<file path="src/rtl/tdc_pkg.sv">
// Shared definitions for the interval digitizer.
// Assumes range codes 2'b10 and 2'b11 both select the shortest range.
package tdc_pkg;

    typedef enum logic {
        TB_IDLE = 1'b0,
        TB_RUN  = 1'b1
    } tb_state_e;

    // Right-shift applied to the maximum count for a given range code.
    function automatic int unsigned range_shift(input logic [1:0] sel);
        case (sel)
            2'b00:   return 0;
            2'b01:   return 1;
            default: return 2;
        endcase
    endfunction

endpackage

</file>
<file path="src/rtl/tdc_edge_sync.sv">
// Two-flop synchronizer with a third flop for rising-edge detection.
// Assumes every input is asynchronous to clk and stays high for at least two cycles.
module tdc_edge_sync #(
    parameter int WIDTH = 4
) (
    input  logic             clk,
    input  logic             rst_n,
    input  logic [WIDTH-1:0] async_in,
    output logic [WIDTH-1:0] rise
);
    logic [WIDTH-1:0] meta_q, sync_q, prev_q;

    // Synchronizer chain plus the delayed copy used for edge detection.
    always_ff @(posedge clk) begin
        if (!rst_n) begin
            meta_q <= '0;
            sync_q <= '0;
            prev_q <= '0;
        end else begin
            meta_q <= async_in;
            sync_q <= meta_q;
            prev_q <= sync_q;
        end
    end

    // Each bit pulses high for one cycle after its synchronized input goes from 0 to 1.
    assign rise = sync_q & ~prev_q;

endmodule

</file>
<file path="src/rtl/tdc_timebase.sv">
// Shared counter and cycle control. The counter is loaded with 1 on the edge
// that accepts a start, so it is in phase with the start. Also latches the
// range and self-test settings and produces the end-of-cycle strobe.
// Assumes channel stop flags are valid whenever busy is high.
module tdc_timebase
    import tdc_pkg::*;
#(
    parameter int RES_W = 11
) (
    input  logic             clk,
    input  logic             rst_n,
    input  logic             start_req,
    input  logic             test_req,
    input  logic             clr,
    input  logic             all_quiet,
    input  logic [1:0]       range_sel,
    output logic             busy,
    output logic             start_go,
    output logic [RES_W-1:0] count,
    output logic [RES_W-1:0] fs_max,
    output logic             at_full,
    output logic             test_fire,
    output logic             done
);
    localparam int PW = RES_W + 3;

    tb_state_e        state_q;
    logic [RES_W-1:0] fs_last, thr, thr_q;
    logic [PW-1:0]    fs_x4;
    logic             test_q, done_d;

    // Decode the range code into the last count and the self-test threshold.
    always_comb begin
        fs_last = {RES_W{1'b1}} >> range_shift(range_sel);
        fs_x4   = ({3'b000, fs_last} + PW'(1)) << 2;
        thr     = RES_W'(fs_x4 / PW'(5));
    end

    // Decide whether a start is accepted and whether the cycle finishes.
    always_comb begin
        busy      = (state_q == TB_RUN);
        start_go  = !busy && !clr && (start_req || test_req);
        at_full   = busy && (count == fs_max);
        test_fire = busy && test_q && (count == thr_q);
        done_d    = busy && !clr && (all_quiet || at_full);
    end

    // State, counter and latched settings.
    always_ff @(posedge clk) begin
        if (!rst_n) begin
            state_q <= TB_IDLE;
            count   <= '0;
            fs_max  <= '0;
            thr_q   <= '0;
            test_q  <= 1'b0;
            done    <= 1'b0;
        end else begin
            done <= done_d;
            if (clr) begin
                state_q <= TB_IDLE;
                count   <= '0;
            end else if (start_go) begin
                state_q <= TB_RUN;
                count   <= RES_W'(1);
                fs_max  <= fs_last;
                thr_q   <= thr;
                test_q  <= test_req;
            end else if (done_d) begin
                state_q <= TB_IDLE;
            end else if (busy) begin
                count <= count + RES_W'(1);
            end
        end
    end

endmodule

</file>
<file path="src/rtl/tdc_channel.sv">
// One measurement channel. It arms on an accepted start, keeps the count at
// its first stop event, and saturates with an overflow flag at full scale.
// Assumes stop_ev already merges the own, common and self-test stops.
module tdc_channel #(
    parameter int RES_W = 11
) (
    input  logic             clk,
    input  logic             rst_n,
    input  logic             clr,
    input  logic             start_go,
    input  logic             stop_ev,
    input  logic             at_full,
    input  logic [RES_W-1:0] count,
    input  logic [RES_W-1:0] fs_max,
    output logic [RES_W-1:0] result,
    output logic             ovf,
    output logic             got,
    output logic             pending
);
    logic armed_q, hit;

    // A stop is taken only while armed; pending means still waiting after this cycle.
    always_comb begin
        hit     = armed_q && stop_ev;
        pending = armed_q && !stop_ev;
    end

    // Arm, capture and saturate; fast clear has the highest priority.
    always_ff @(posedge clk) begin
        if (!rst_n || clr) begin
            armed_q <= 1'b0;
            result  <= '0;
            ovf     <= 1'b0;
            got     <= 1'b0;
        end else if (start_go) begin
            armed_q <= 1'b1;
            result  <= '0;
            ovf     <= 1'b0;
            got     <= 1'b0;
        end else if (hit) begin
            armed_q <= 1'b0;
            result  <= count;
            got     <= 1'b1;
        end else if (armed_q && at_full) begin
            armed_q <= 1'b0;
            result  <= fs_max;
            ovf     <= 1'b1;
        end
    end

endmodule

</file>
<file path="src/rtl/interval_digitizer.sv">
// Top of the multi-channel start-stop interval digitizer. It synchronizes
// all pins, shares one start-aligned counter among NUM_CH channels and keeps
// the empty-measurement flag. Assumes all inputs are asynchronous levels.
module interval_digitizer #(
    parameter int NUM_CH = 8,
    parameter int RES_W  = 11
) (
    input  logic                    clk,
    input  logic                    rst_n,
    input  logic                    start_in,
    input  logic [NUM_CH-1:0]       stop_in,
    input  logic                    common_stop_in,
    input  logic                    fast_clear_in,
    input  logic                    inhibit_in,
    input  logic                    self_test_in,
    input  logic [1:0]              range_sel,
    output logic [NUM_CH*RES_W-1:0] result,
    output logic [NUM_CH-1:0]       overflow,
    output logic                    done,
    output logic                    no_stops
);
    localparam int SW = NUM_CH + 4;

    logic [SW-1:0]     rise;
    logic [NUM_CH-1:0] stop_rise, got, pending;
    logic              cstop_rise, start_rise, clr_rise, test_rise;
    logic              inh_meta_q, inh_q;
    logic              tb_busy, start_go, at_full, test_fire;
    logic [RES_W-1:0]  count, fs_max;

    tdc_edge_sync #(.WIDTH(SW)) u_sync (
        .clk      (clk),
        .rst_n    (rst_n),
        .async_in ({self_test_in, fast_clear_in, start_in, common_stop_in, stop_in}),
        .rise     (rise)
    );

    // Split the edge vector into named strobes.
    assign {test_rise, clr_rise, start_rise, cstop_rise, stop_rise} = rise;

    // Two-flop synchronizer for the inhibit level.
    always_ff @(posedge clk) begin
        if (!rst_n) begin
            inh_meta_q <= 1'b0;
            inh_q      <= 1'b0;
        end else begin
            inh_meta_q <= inhibit_in;
            inh_q      <= inh_meta_q;
        end
    end

    tdc_timebase #(.RES_W(RES_W)) u_timebase (
        .clk       (clk),
        .rst_n     (rst_n),
        .start_req (start_rise && !inh_q),
        .test_req  (test_rise),
        .clr       (clr_rise),
        .all_quiet (~|pending),
        .range_sel (range_sel),
        .busy      (tb_busy),
        .start_go  (start_go),
        .count     (count),
        .fs_max    (fs_max),
        .at_full   (at_full),
        .test_fire (test_fire),
        .done      (done)
    );

    for (genvar ch = 0; ch < NUM_CH; ch++) begin : g_ch
        tdc_channel #(.RES_W(RES_W)) u_chan (
            .clk      (clk),
            .rst_n    (rst_n),
            .clr      (clr_rise),
            .start_go (start_go),
            .stop_ev  (stop_rise[ch] || cstop_rise || test_fire),
            .at_full  (at_full),
            .count    (count),
            .fs_max   (fs_max),
            .result   (result[ch*RES_W +: RES_W]),
            .ovf      (overflow[ch]),
            .got      (got[ch]),
            .pending  (pending[ch])
        );
    end

    // Update the empty flag one cycle after each completed measurement.
    always_ff @(posedge clk) begin
        if (!rst_n) begin
            no_stops <= 1'b1;
        end else if (done) begin
            no_stops <= ~|got;
        end
    end

endmodule

</file>
<file path="config.mk">
export PLATFORM = sky130hd
export DESIGN_NAME = interval_digitizer
export DESIGN_NICKNAME = d
export VERILOG_FILES = /design/src/rtl/tdc_pkg.sv /design/src/rtl/tdc_edge_sync.sv /design/src/rtl/tdc_timebase.sv /design/src/rtl/tdc_channel.sv /design/src/rtl/interval_digitizer.sv
export SDC_FILE = /design/constraint.sdc
export NUM_CORES = 1
export LEC_CHECK = 0
export ABC_AREA = 1
export BUFFER_PORTS_ARGS = -buffer_cell sky130_fd_sc_hd__buf_4
export CAP_MARGIN = 25
export CORE_ASPECT_RATIO = 2
export CORE_UTILIZATION = 45
export CTS_BUF_LIST = sky130_fd_sc_hd__clkbuf_4
export DETAILED_ROUTE_END_ITERATION = 7
export GPL_TIMING_DRIVEN = 0
export PLACE_DENSITY = 0.77
export SLEW_MARGIN = 20
export SYNTH_ARGS = -nofsm -noshare
export SYNTH_HDL_FRONTEND = slang
export SYNTH_SLANG_ARGS = --single-unit
</file>
<file path="constraint.sdc">
create_clock -name clk -period 1.8 [get_ports clk]
set_input_delay 0 -clock clk [delete_from_list [all_inputs] [get_ports clk]]
set_output_delay 0 -clock clk [all_outputs]
set_load 0.01 [all_outputs]
</file>
After elaboration in Yosys (flattened, before gate mapping)
Index checks and enable logic that the tools add are counted.
- logic and storage cells: 212
- register bits after elaboration: 187
- output and inout bits: 98
- input port bits: 17
- multiplexer cells: 46
- add/sub/neg operators: 2
- shift-type cells: 1
- eq/ne operators: 4
- reductions and logical operators: 100
- bitwise gates (word level): 13
- divide/modulo/power cells: 1
- operators by type and width (operator ; count):
    11-bit 2-to-1 mux ; 16
    1-bit logical AND ; 32
    1-bit 2-to-1 mux ; 29
    3-bit nonzero test ; 8
    11-bit == test ; 2
    2-bit AND reduction ; 11
    2-bit nonzero test ; 10
    1-bit logical OR ; 19
    8-bit OR reduction ; 2
    14-bit by 3-bit divider with 14-bit output (second input constant) ; 1
    1-bit logical NOT ; 14
    11-bit by 1-bit adder with 12-bit output (second input constant) ; 1
    12-bit bitwise AND ; 1
    12-bit inverter ; 1
    11-bit by 1-bit adder with 11-bit output (second input constant) ; 1
    1-bit inverter ; 11
    11-bit by 2-bit >> shifter with 11-bit output (first input constant) ; 1
    2-bit one-hot mux with 2 select lines ; 1
    2-bit OR reduction ; 2
    3-bit OR reduction ; 1
    2-bit by 1-bit == test with 1-bit output (second input constant) ; 1
    2-bit logical NOT ; 1
    2-bit by 1-bit != test with 1-bit output (second input constant) ; 1

Logic depth before layout (Yosys ltp)
Gate-level depths: netlist of the first run.
- depth in word-level cells: 12
- gate-level depth with buffers: 18
- gate-level depth less buffers: 16

By module
A second synthesis of the first run with hierarchy kept.
- cells, all modules: 1178
- area total of the unflattened synthesis: 8030.2 um^2
- by module, submodules not included (module ; area an instance (um^2) ; seq. area each (um^2) ; instances ; cells an instance):
    tdc_channel ; 670.6 ; 280.3 ; 8 ; 103
    tdc_timebase ; 1296.2 ; 400.4 ; 1 ; 174
    tdc_edge_sync ; 1126.1 ; 720.7 ; 1 ; 136
    interval_digitizer ; 242.7 ; 60.1 ; 1 ; 44

Least setup slack after synthesis of the first run
No wires, ideal clock.
- path kind: reg-to-reg
- from: register u_timebase.count[0]
- to: register g_ch[2].u_chan.result[7]
- period minus slack after synthesis: 1.892 ns
- arrival time: 1.782 ns
- required time: 1.690 ns
- path buffers: 3
- library setup time: 0.110 ns
- setup slack: -0.092 ns
- stages on the path, launching flop included: 15
- cells stage by stage: dfxtp_1 -> buf_2 -> nand2_1 -> inv_1 -> nand3_1 -> o32ai_1 -> nand2_1 -> buf_4 -> nor2_1 -> nor2_1 -> buf_2 -> nand2_1 -> o211ai_1 -> nand2_1 -> inv_1
- cells in the longest elaborated chain, start to end: 5
- elaborated cells between the ends (all ways): 9
- classes of those cells: eq/ne (2); mux (1); reduce/logical (6)
- ends and longest elaborated chain (element ; RTL line ; RTL):
    start, declared ; tdc_timebase.sv:19 ; output logic [RES_W-1:0] count,
    start signal, assigned ; tdc_timebase.sv:71 ; count <= count + RES_W'(1);
    11-bit == test ; tdc_timebase.sv:44 ; test_fire = busy && test_q && (count == thr_q);
    1-bit logical AND ; tdc_timebase.sv:44 ;
    1-bit logical OR ; interval_digitizer.sv:75 ; .stop_ev (stop_rise[ch] || cstop_rise || test_fire),
    1-bit logical AND ; tdc_channel.sv:24 ; hit = armed_q && stop_ev;
    11-bit 2-to-1 mux or 2-bit nonzero test (tied branches) ; -- ;
    end signal, assigned ; tdc_channel.sv:42 ; result <= count;
    end signal, assigned ; tdc_channel.sv:46 ; result <= fs_max;
    end, declared ; tdc_channel.sv:15 ; output logic [RES_W-1:0] result,
Several ways; a longest one is shown, not always the timed one.
A chain may end at the register's enable or synchronous reset.

Final worst setup path of the first run
- from: register u_timebase.count[8]
- to: register u_timebase.count[6]
- cells in the longest elaborated chain, start to end: 11
- elaborated cells between the ends (all ways): 34
- classes of those cells: eq/ne (2); bitwise (1); reduce/logical (31)
- ends and longest elaborated chain (element ; RTL line ; RTL):
    11-bit == test ; tdc_timebase.sv:44 ;
    1-bit logical AND ; tdc_timebase.sv:44 ;
    1-bit logical OR ; interval_digitizer.sv:75 ;
    1-bit logical NOT ; tdc_channel.sv:25 ; pending = armed_q && !stop_ev;
    1-bit logical AND ; tdc_channel.sv:25 ;
    8-bit OR reduction ; interval_digitizer.sv:58 ; .all_quiet (~|pending),
    1-bit logical NOT ; interval_digitizer.sv:58 ;
    1-bit logical OR * ; tdc_timebase.sv:45 ; done_d = busy && !clr && (all_quiet || at_full);
    1-bit logical AND * ; tdc_timebase.sv:45 ;
    1-bit inverter (no line) * ; -- ;
    2-bit AND reduction (no line) * ; -- ;
Mark *: on every way between the ends. The rest lies on a longest branch, timed or not.

==> results, run 1 <==
- The first-pass iteration count of the detailed router is 6.
- Measured along the x axis, the die boundary spans 91.46 microns.
- For this run, the top clock speed supported by timing is 0.4386 GHz.
- For this block, the routed nets add up to between 20000 and 30000 microns of wire.
- The initial utilization of the core area, before any placement, comes to 45.89%.
- After clock tree synthesis, the clock-pin slew on the worst setup and hold paths is 150 ps.
- The number of instances in the synthesized netlist is 988.
- The run finished, with violations left.
- The worst register-to-register path has a setup slack of -480 ps.
- The arrival time of data at the critical path endpoint is between 2000 and 3000 ps.
- IR analysis of the VDD net gives a maximum drop of 0.4945 mV.
- The area growth from synthesis to layout is 46.64%.
- Setup repair after global routing could not meet its margin everywhere.
- For the pin with the worst max-slew slack, the measured transition is between 900 and 1000 ps.
- The worst hold path belongs to the class in2reg.
- The total standard cell area after synthesis is 0.007203 sq mm.
- The mean cell area of the mapped netlist is 7.291 sq um.
- The checks that failed: negative setup slack.
- In the global route stage, overall resource usage came out at 28.89%.
- Measured against its own limit, the worst slew margin works out to 34.78%.
- The worst hold path cell count is 5.
- The most common cell in the synthesized netlist is sky130_fd_sc_hd__nand2_1.
- The setup path with the least slack is of type reg2reg.
- The share of the synthesized area in the top cell type is 47.52%.
- The count of nets left with antenna violations once routing finished came out at 0.
- The Yosys step of the flow raised 0 warnings.
- The minimum clock period is approximately 2300 ps.
- The instance area after placement is 0.008377 sq mm.
- Total power for the finished layout comes to 7.232 mW.
- The via count of the first global-routing pass is 7438.
- Clock tree synthesis selected as its root buffer the cell sky130_fd_sc_hd__clkbuf_4.
- The final clock period utilization by the worst path is 126.7%.
- The most common flop cell mapped by yosys is sky130_fd_sc_hd__dfxtp_1.
- In this run, synthesis produced a sequential element count of 171.
- The kind of launch point of the worst setup path is a flop.
- By area the synthesized netlist is led by sky130_fd_sc_hd__dfxtp_1, sky130_fd_sc_hd__nand2_1, sky130_fd_sc_hd__inv_1.
- After synthesis, the most frequently instantiated cells are sky130_fd_sc_hd__nand2_1, sky130_fd_sc_hd__inv_1, sky130_fd_sc_hd__dfxtp_1, sky130_fd_sc_hd__o211ai_1, sky130_fd_sc_hd__nand3_1.
- The floorplan step defined a die boundary enclosing 0.01655 sq mm.
- The clock tree synthesis step divided the H-tree into 4 levels.
- In the routed layout, each cell is associated on average with a via count of between 5 and 6.
- The first global-routing pass estimated 36900 microns of wire.
- For this design the top-level I/O count stands at ~120.
- The initialized floorplan defines 65 standard-cell rows.
- The synthesized design contains 0 enable-type register cells.
- Setup slack on the critical path of the routed design comes to -479.9 ps.
- In the synthesized netlist the async set-or-reset flop fraction comes to 0%.
- The number of standard cells in the layout, taps in and fillers out is 1436.
- The number of design-rule violations left by the first detailed-router iteration is 724.
- Setup violations remaining at the end of the flow were counted as 119.
- The count of port buffers added during placement is about 110.
- Detailed placement finished with a half-perimeter wire length of 14780 microns.
- After detailed routing, the number of remaining DRC violations is 0.
- STA classifies the critical path endpoint as a flop.
- The number of buffers on the longest clock path is 2.
- TritonCTS built the clock tree.
- The post-synth net total is 1006.
- Dividing the detail-routed wire length by the instance count gives 18.73 microns.
- Summed over all layers, the global routing overflow is 0.
- Summed over all cells, the static leakage comes to 5.104 nW.
- The area of the core is about 0.016 sq mm.
- Dividing total power by cell area gives a power density of 684.6 mW/mm^2.
- The endpoint of the worst register-to-register path is u_timebase.count[6].
- The startpoint identified for the worst register-to-register timing path is u_timebase.count[8].
- The worst-case clock skew is 40.13 ps.
- The congestion estimate from routability-driven global placement came to 0.9528.
- In the final layout, the share of cells above drive strength 1 is 37.36%.
- In this run the worst path has a maximum fanout of 10.
- The launching instance or port of the critical path is u_timebase.count[8].
- The max-capacitance violation count is 0.
- The final number of max-transition violations was 0.
- The final count of hold timing violations is 0.
- The worst path required time is 2310 ps.
- The clock buffer count from CTS is 17.
- Entering global routing, the biggest net connects 17 pins.
- The initial antenna violation count is 1.
- Synthesis instantiated 37 different standard cells from the library.
- The height of the die is 180.9 microns.
- The number of nets in the final layout is ~1200.
- The instance count after placement with tap cells included is 1302.
- The post-synthesis sequential area ratio is between 40% and 50%.
- CTS saw 171 sinks.
- The finished cells cover 0.01056 sq mm.
- The routed via count is roughly 8000.
- The critical path ends at u_timebase.count[6].
- The worst register-to-register path has a depth of 15.
- The clock reaches the later pin of the worst-skew pair after 630 ps.
- The largest area contributor in the synthesized netlist is sky130_fd_sc_hd__dfxtp_1.
[flip-flops by register name (all words and copies together) (netlist names)]
| register | count |
|---|---|
| inh_q | 1 |
| u_sync.meta_q | 12 |
| u_timebase.test_q | 1 |
| u_timebase.done | 1 |
| u_timebase.count | 11 |
| no_stops | 1 |
| u_timebase.fs_max | 2 |
| g_ch.u_chan.ovf | 8 |
| u_sync.prev_q | 12 |
| g_ch.u_chan.result | 88 |
| inh_meta_q | 1 |
| g_ch.u_chan.armed_q | 8 |
| g_ch.u_chan.got | 8 |
| u_timebase.busy | 1 |
| u_sync.sync_q | 12 |
| u_timebase.thr_q | 4 |
[cell usage in the layout (no fill, tap or decap), types with 5 or more instances in the layout]
| cell | synthesis | final |
|---|---|---|
| sky130_fd_sc_hd__inv_8 | 0 | 5 |
| sky130_fd_sc_hd__nor2_1 | 45 | 26 |
| sky130_fd_sc_hd__a31oi_1 | 15 | 15 |
| sky130_fd_sc_hd__inv_4 | 0 | 5 |
| sky130_fd_sc_hd__xor2_1 | 9 | 9 |
| sky130_fd_sc_hd__dfxtp_1 | 171 | 155 |
| sky130_fd_sc_hd__inv_2 | 6 | 12 |
| sky130_fd_sc_hd__dfxtp_2 | 0 | 8 |
| sky130_fd_sc_hd__dfxtp_4 | 0 | 8 |
| sky130_fd_sc_hd__nand3_4 | 0 | 11 |
| sky130_fd_sc_hd__nand4_1 | 5 | 5 |
| sky130_fd_sc_hd__clkbuf_4 | 0 | 18 |
| sky130_fd_sc_hd__nor2_4 | 1 | 22 |
| sky130_fd_sc_hd__inv_1 | 177 | 163 |
| sky130_fd_sc_hd__buf_6 | 5 | 54 |
| sky130_fd_sc_hd__nand3_1 | 50 | 24 |
| sky130_fd_sc_hd__a21oi_1 | 41 | 30 |
| sky130_fd_sc_hd__nand2_2 | 6 | 76 |
| sky130_fd_sc_hd__buf_4 | 10 | 162 |
| sky130_fd_sc_hd__o21ai_0 | 12 | 11 |
| sky130_fd_sc_hd__clkbuf_1 | 29 | 15 |
| sky130_fd_sc_hd__nand2_1 | 289 | 208 |
| sky130_fd_sc_hd__dlygate4sd3_1 | 0 | 29 |
| sky130_fd_sc_hd__o211ai_1 | 70 | 70 |
| sky130_fd_sc_hd__nand3_2 | 3 | 18 |
| sky130_fd_sc_hd__clkinv_4 | 0 | 5 |
| sky130_fd_sc_hd__nand2_4 | 2 | 12 |
| sky130_fd_sc_hd__a21oi_2 | 0 | 11 |
[per-layer routing]
metal | track usage (%) | wire [microns]
met5 | 0 | 0
met4 | 24.44 | 2524
met3 | 5.345 | 2068
met2 | 51.46 | 13750
met1 | 28.16 | 8555
[area by class of cell]
cell class | instances | area [sq um]
diodes | 1 | 2.502
multi-input cells | 570 | 3501
plain buffers | 59 | 476.7
fillers | 1122 | 5134
clock buffers | 17 | 127.6
clock inverters | 14 | 163.9
inverters | 187 | 742.0
repair buffers | 216 | 1834
well taps | 201 | 251.5
flip-flops and latches | 171 | 3463
[worst min path at each step]
stage,start,endpoint,slack [ps]
3_3_place_gp,stop_in[7],u_sync.meta_q[7],180
3_5_place_dp,stop_in[2],u_sync.meta_q[2],180
4_1_cts,range_sel[1],u_timebase.thr_q[9],190
5_1_grt,range_sel[1],u_timebase.thr_q[9],190
2_1_floorplan,inhibit_in,inh_meta_q,100
6_report,range_sel[1],u_timebase.thr_q[9],180
[repair_timing]
action | 4_1_cts | 5_1_grt
setup buffers | 40 | 22
resized for setup | 204 | 140
hold buffers | 29 | 0
cloned | 12 | 2
pin swaps | 49 | 55
endpoints found under the hold margin | 47 | 0
setup endpoints to repair | 124 | 122
[cells by family after synthesis]
kind of cell | Yosys count | share of synthesized area [%]
flip-flops | 171 | 47.52
AO/OA/AOI/OAI | 148 | 13.41
AND/OR/NAND/NOR | 410 | 23.43
XOR/XNOR | 10 | 1.216
buffers and inverters | 248 | 14.24
adder cells (fa/ha/maj) | 1 | 0.1737
[where the power goes]
part	total [mW]	internal [mW]	switching, mW
sequential	3.92	3.85	0.0645
clock	2.37	0.859	1.51
combinational	0.941	0.359	0.582
total	7.23	5.07	2.16
[stage by stage]
stage	setup TNS, ps	hold slack (ps)	utilization [%]	setup WS [ps]
after floorplan	0	97.63	-	3.898
after CTS	-16150	191.7	63.48	-222.3
after detailed placement	-61870	184.9	53.37	-737.9
after global placement	-58860	181.2	53.37	-710.8
after global routing	-44940	191.1	67.29	-560.9
final	-37590	182.5	67.29	-479.9
[worst max-delay path: stages (launching register included)]
cell and delay (ps):
sky130_fd_sc_hd__dfxtp_4 470, sky130_fd_sc_hd__inv_6 100, sky130_fd_sc_hd__o21ai_2 160, sky130_fd_sc_hd__nand2_2 80
sky130_fd_sc_hd__nor2_4 120, sky130_fd_sc_hd__nand3_4 170, sky130_fd_sc_hd__buf_6 190, sky130_fd_sc_hd__nand3_2 70
sky130_fd_sc_hd__nand2_1 70, sky130_fd_sc_hd__nor2_1 80, sky130_fd_sc_hd__nand2_1 70, sky130_fd_sc_hd__nand2_2 130
sky130_fd_sc_hd__nand2_8 110, sky130_fd_sc_hd__buf_6 170, sky130_fd_sc_hd__nand3_1 90, sky130_fd_sc_hd__a21oi_1 80
Note: power is estimated with default switching activity, not from simulation.
==> run 2, diff against run 1 <==
--- a/config.mk
+++ b/config.mk
@@ -10,7 +10,7 @@
 export CAP_MARGIN = 25
 export CORE_ASPECT_RATIO = 2
 export CORE_UTILIZATION = 45
-export CTS_BUF_LIST = sky130_fd_sc_hd__clkbuf_4
+export CTS_BUF_LIST = sky130_fd_sc_hd__clkbuf_16
 export DETAILED_ROUTE_END_ITERATION = 7
 export GPL_TIMING_DRIVEN = 0
 export PLACE_DENSITY = 0.77
==> run 2 against run 1 <==
Compared with the run above:
- register-to-register slack improved by 30 ps
- largest power group unchanged
- the run still ends with negative setup slack left
- largest cell class unchanged
- worst hold slack better by 100 ps
- critical path type unchanged
- critical path depth stayed put
- die area stayed put
- cell area increased by 4.0%
- via count rose by 2.1%
- cell count is 0.14% lower
- core utilization up 2.7 points
- clock-buffer cell count unchanged
==> results, run 2 (synthesized netlist as in run 1, its figures left out) <==
- Status: complete, but fails checks (unchanged).
- Failing checks: negative setup slack (unchanged).
- The count of port buffers added during placement is 113 (unchanged).
- The number of standard-cell rows in the floorplan was 65 (unchanged).
- The total power density per cell area is 791.0 mW/mm^2 (was 684.6 mW/mm^2).
- The number of buffers on the longest clock path is 2 (unchanged).
- The height of the die is 180.9 microns (unchanged).
- The overall die area came to 0.01655 sq mm (unchanged).
- The post-route antenna net violation count is 0 (unchanged).
- The aggregate global-route resource usage is 29.66% (was 28.89%).
- The final number of max-transition violations is 0 (unchanged).
- Commonest non-fill, non-tap cells in the layout: sky130_fd_sc_hd__nand2_1, sky130_fd_sc_hd__buf_4, sky130_fd_sc_hd__inv_1 (was sky130_fd_sc_hd__nand2_1, sky130_fd_sc_hd__inv_1, sky130_fd_sc_hd__buf_4).
- The share of post-route cells with drive strength above 1 is 38.36% (was 37.36%).
- The worst reg-to-reg path cell count is 15 (unchanged).
- The leakage power total is 5.245 nW (was 5.104 nW).
- The final count of hold timing violations came to 0 (unchanged).
- The total inserted antenna cells is 0 (was 1).
- The actual slew at the worst max-slew pin is 1031 ps (was 978.3 ps).
- The average detailed-routed wire length per instance came to 20.07 microns (was 18.73 microns).
- The initial antenna violation count is 0 (was 1).
- The die boundary width is 91.46 microns (unchanged).
- The worst-case clock skew is 13.66 ps (was 40.13 ps).
- The slack of the worst reg-to-reg path is -450 ps (was -480 ps).
- The minimum clock period is 2253 ps (was 2280 ps).
- The clock-pin slew reported for the worst setup and hold paths after clock tree synthesis was 70 ps (was 150 ps).
- The capture point of the critical path is u_timebase.count[9] (was u_timebase.count[6]).
- The highest clock frequency the design can meet is 0.4438 GHz (was 0.4386 GHz).
- The kind of launch point of the worst setup path is a flop (unchanged).
- The highest ir drop seen on vdd came to 0.6635 mV (was 0.4945 mV).
- The arrival time of data at the critical path endpoint is 2560 ps (was 2790 ps).
- The routed via count is 8181 (was 8012).
- The worst-case hold slack is 286.3 ps (was 182.5 ps).
- The final weighted congestion of routability-driven global placement is 0.9528 (unchanged).
- The start of the worst register-to-register path is u_timebase.count[9] (was u_timebase.count[8]).
- The kind of critical path was reg2reg (unchanged).
- The maximum number of pins on one net before global-route repair was 17 (unchanged).
- The clock insertion delay at the later pin of the skew report was 440 ps (was 630 ps).
- The I/O pin count is 115 (unchanged).
- The initial core utilization is 45.89% (unchanged).
- The number of flip-flops in the largest register is 88 (unchanged).
- Setup repair after global routing missed its margin: true (unchanged).
- The sum of internal, switching and leakage power is 8.689 mW (was 7.232 mW).
- The mean number of vias per cell is 5.705 (was 5.579).
- The biggest fanout along the worst timing path is 6 (was 10).
- The count of clock tree sinks is 171 (unchanged).
- The wire length of the first global-routing pass is 37690 microns (was 36900 microns).
- The clock tree from TritonCTS is yes (unchanged).
- The area of the core came to 0.01570 sq mm (unchanged).
- The residual DRC count is 0 (unchanged).
- The worst hold path class is in2reg (unchanged).
- The most common cell after layout, fill and taps aside is sky130_fd_sc_hd__nand2_1 (unchanged).
- The element type at the critical path end is a flop (unchanged).
- The number of design-rule violations left by the first detailed-router iteration is 812 (was 724).
- The final clock period utilization by the worst path came to 125.2% (was 126.7%).
- The number of endpoints failing setup at the final stage is 121 (was 119).
- The final wirelength is 28790 microns (was 26900 microns).
- The register ranked first by flip-flop count is g_ch.u_chan.result (unchanged).
- The post-route cell area is 0.01098 sq mm (was 0.01056 sq mm).
- The worst path required time is 2110 ps (was 2310 ps).
- The final critical-path setup slack was -453.2 ps (was -479.9 ps).
- The master cell of the clock root buffer is sky130_fd_sc_hd__clkbuf_16 (was sky130_fd_sc_hd__clkbuf_4).
- The endpoint of the worst register-to-register path is u_timebase.count[9] (was u_timebase.count[6]).
- The max-capacitance violation count is 0 (unchanged).
- The instance area after placement is 0.008377 sq mm (unchanged).
- The clock buffer count from CTS is 17 (unchanged).
- The core occupancy in the finished layout is 69.98% (was 67.29%).
- The total congestion overflow is 0 (unchanged).
- The number of nets in the final layout was 1239 (was 1240).
- The half-perimeter wire length after detailed placement was 14780 microns (unchanged).
- The number of H-tree levels is 4 (unchanged).
- The via count of the first global-routing pass is 7548 (was 7438).
- The worst slew slack as a fraction of its limit is 31.29% (was 34.78%).
- The launching instance or port of the critical path is u_timebase.count[9] (was u_timebase.count[8]).
- The synthesis-to-layout area growth is 52.49% (was 46.64%).
- The first-pass iteration count of the detailed router is 6 (unchanged).
-- run 2: cell count changes in the layout (fill, tap and decap cells not counted), sizes merged --
cell,change
buf,+10
clkbuf,+1
clkinv,-3
clkinvlp,+1
diode,-1
dlygate4sd3,-13
inv,+3
-- run 2: cell type report --
cell class                      count  area, sq um
Buffer                             58        447.9
Fill cell                        1036         4712
Clock inverter                     14        163.9
Multi-Input combinational cell    570         3679
Timing Repair Buffer              215         1795
Timing Repair inverter              1        7.507
Tap cell                          201        251.5
Inverter                          187        750.7
Sequential cell                   171         3463
Clock buffer                       17        425.4
-- run 2: worst min-delay path by stage --
stage / depth (start not counted) / end / startpoint / slack [ps]
final: 4 / u_sync.meta_q[2] / stop_in[2] / 290
after global routing: 4 / u_sync.meta_q[2] / stop_in[2] / 300
after global placement: 3 / u_sync.meta_q[7] / stop_in[7] / 180
after CTS: 4 / u_sync.meta_q[2] / stop_in[2] / 280
after floorplan: 2 / inh_meta_q / inhibit_in / 100
after detailed placement: 3 / u_sync.meta_q[2] / stop_in[2] / 180
-- run 2: what timing repair did --
| item | CTS | global route |
|---|---|---|
| buffers inserted | 49 | 28 |
| resized for setup | 193 | 171 |
| pin swaps | 60 | 69 |
| endpoints found under the setup margin | 123 | 124 |
| hold endpoints to repair | 18 | 0 |
| hold buffers | 16 | 0 |
| cloned | 13 | 1 |
-- run 2: metrics by stage --
| stage | TNS [ps] | instances | worst slack (ps) |
|---|---|---|---|
| final | -35920 | 1434 | -453.2 |
| after floorplan | 0 | 988 | 3.898 |
| after global placement | -58860 | 1302 | -710.8 |
| after global routing | -43020 | 1434 | -501.4 |
| after detailed placement | -61870 | 1302 | -737.9 |
| after CTS | -15870 | 1411 | -231.0 |
-- run 2: metal layers --
metal,wire (microns),part of all wire [%],GRT usage (%)
met5,0,0,0
met4,3041,11,28.25
met3,2541,8.8,5.766
met2,14000,49,51.10
met1,9209,32,28.96
-- run 2: power by group --
part	total, mW	switching (mW)	internal [mW]
Clock	3.76	1.68	2.08
Sequential	3.92	0.0702	3.85
Combinational	1.01	0.637	0.374
-- run 2: critical path: stages (launching register included) --
cell and delay, ps:
sky130_fd_sc_hd__dfxtp_1 330, sky130_fd_sc_hd__buf_6 130, sky130_fd_sc_hd__xnor2_4 210, sky130_fd_sc_hd__nand2_4 100, sky130_fd_sc_hd__nor2_4 130, sky130_fd_sc_hd__nand3_4 130
sky130_fd_sc_hd__buf_6 170, sky130_fd_sc_hd__nand3_4 70, sky130_fd_sc_hd__nand2_2 70, sky130_fd_sc_hd__nor2_1 120, sky130_fd_sc_hd__nand2_1 90, sky130_fd_sc_hd__nand2_2 120
sky130_fd_sc_hd__nand2_8 120, sky130_fd_sc_hd__buf_6 180, sky130_fd_sc_hd__nand3_2 70, sky130_fd_sc_hd__a21oi_1 90
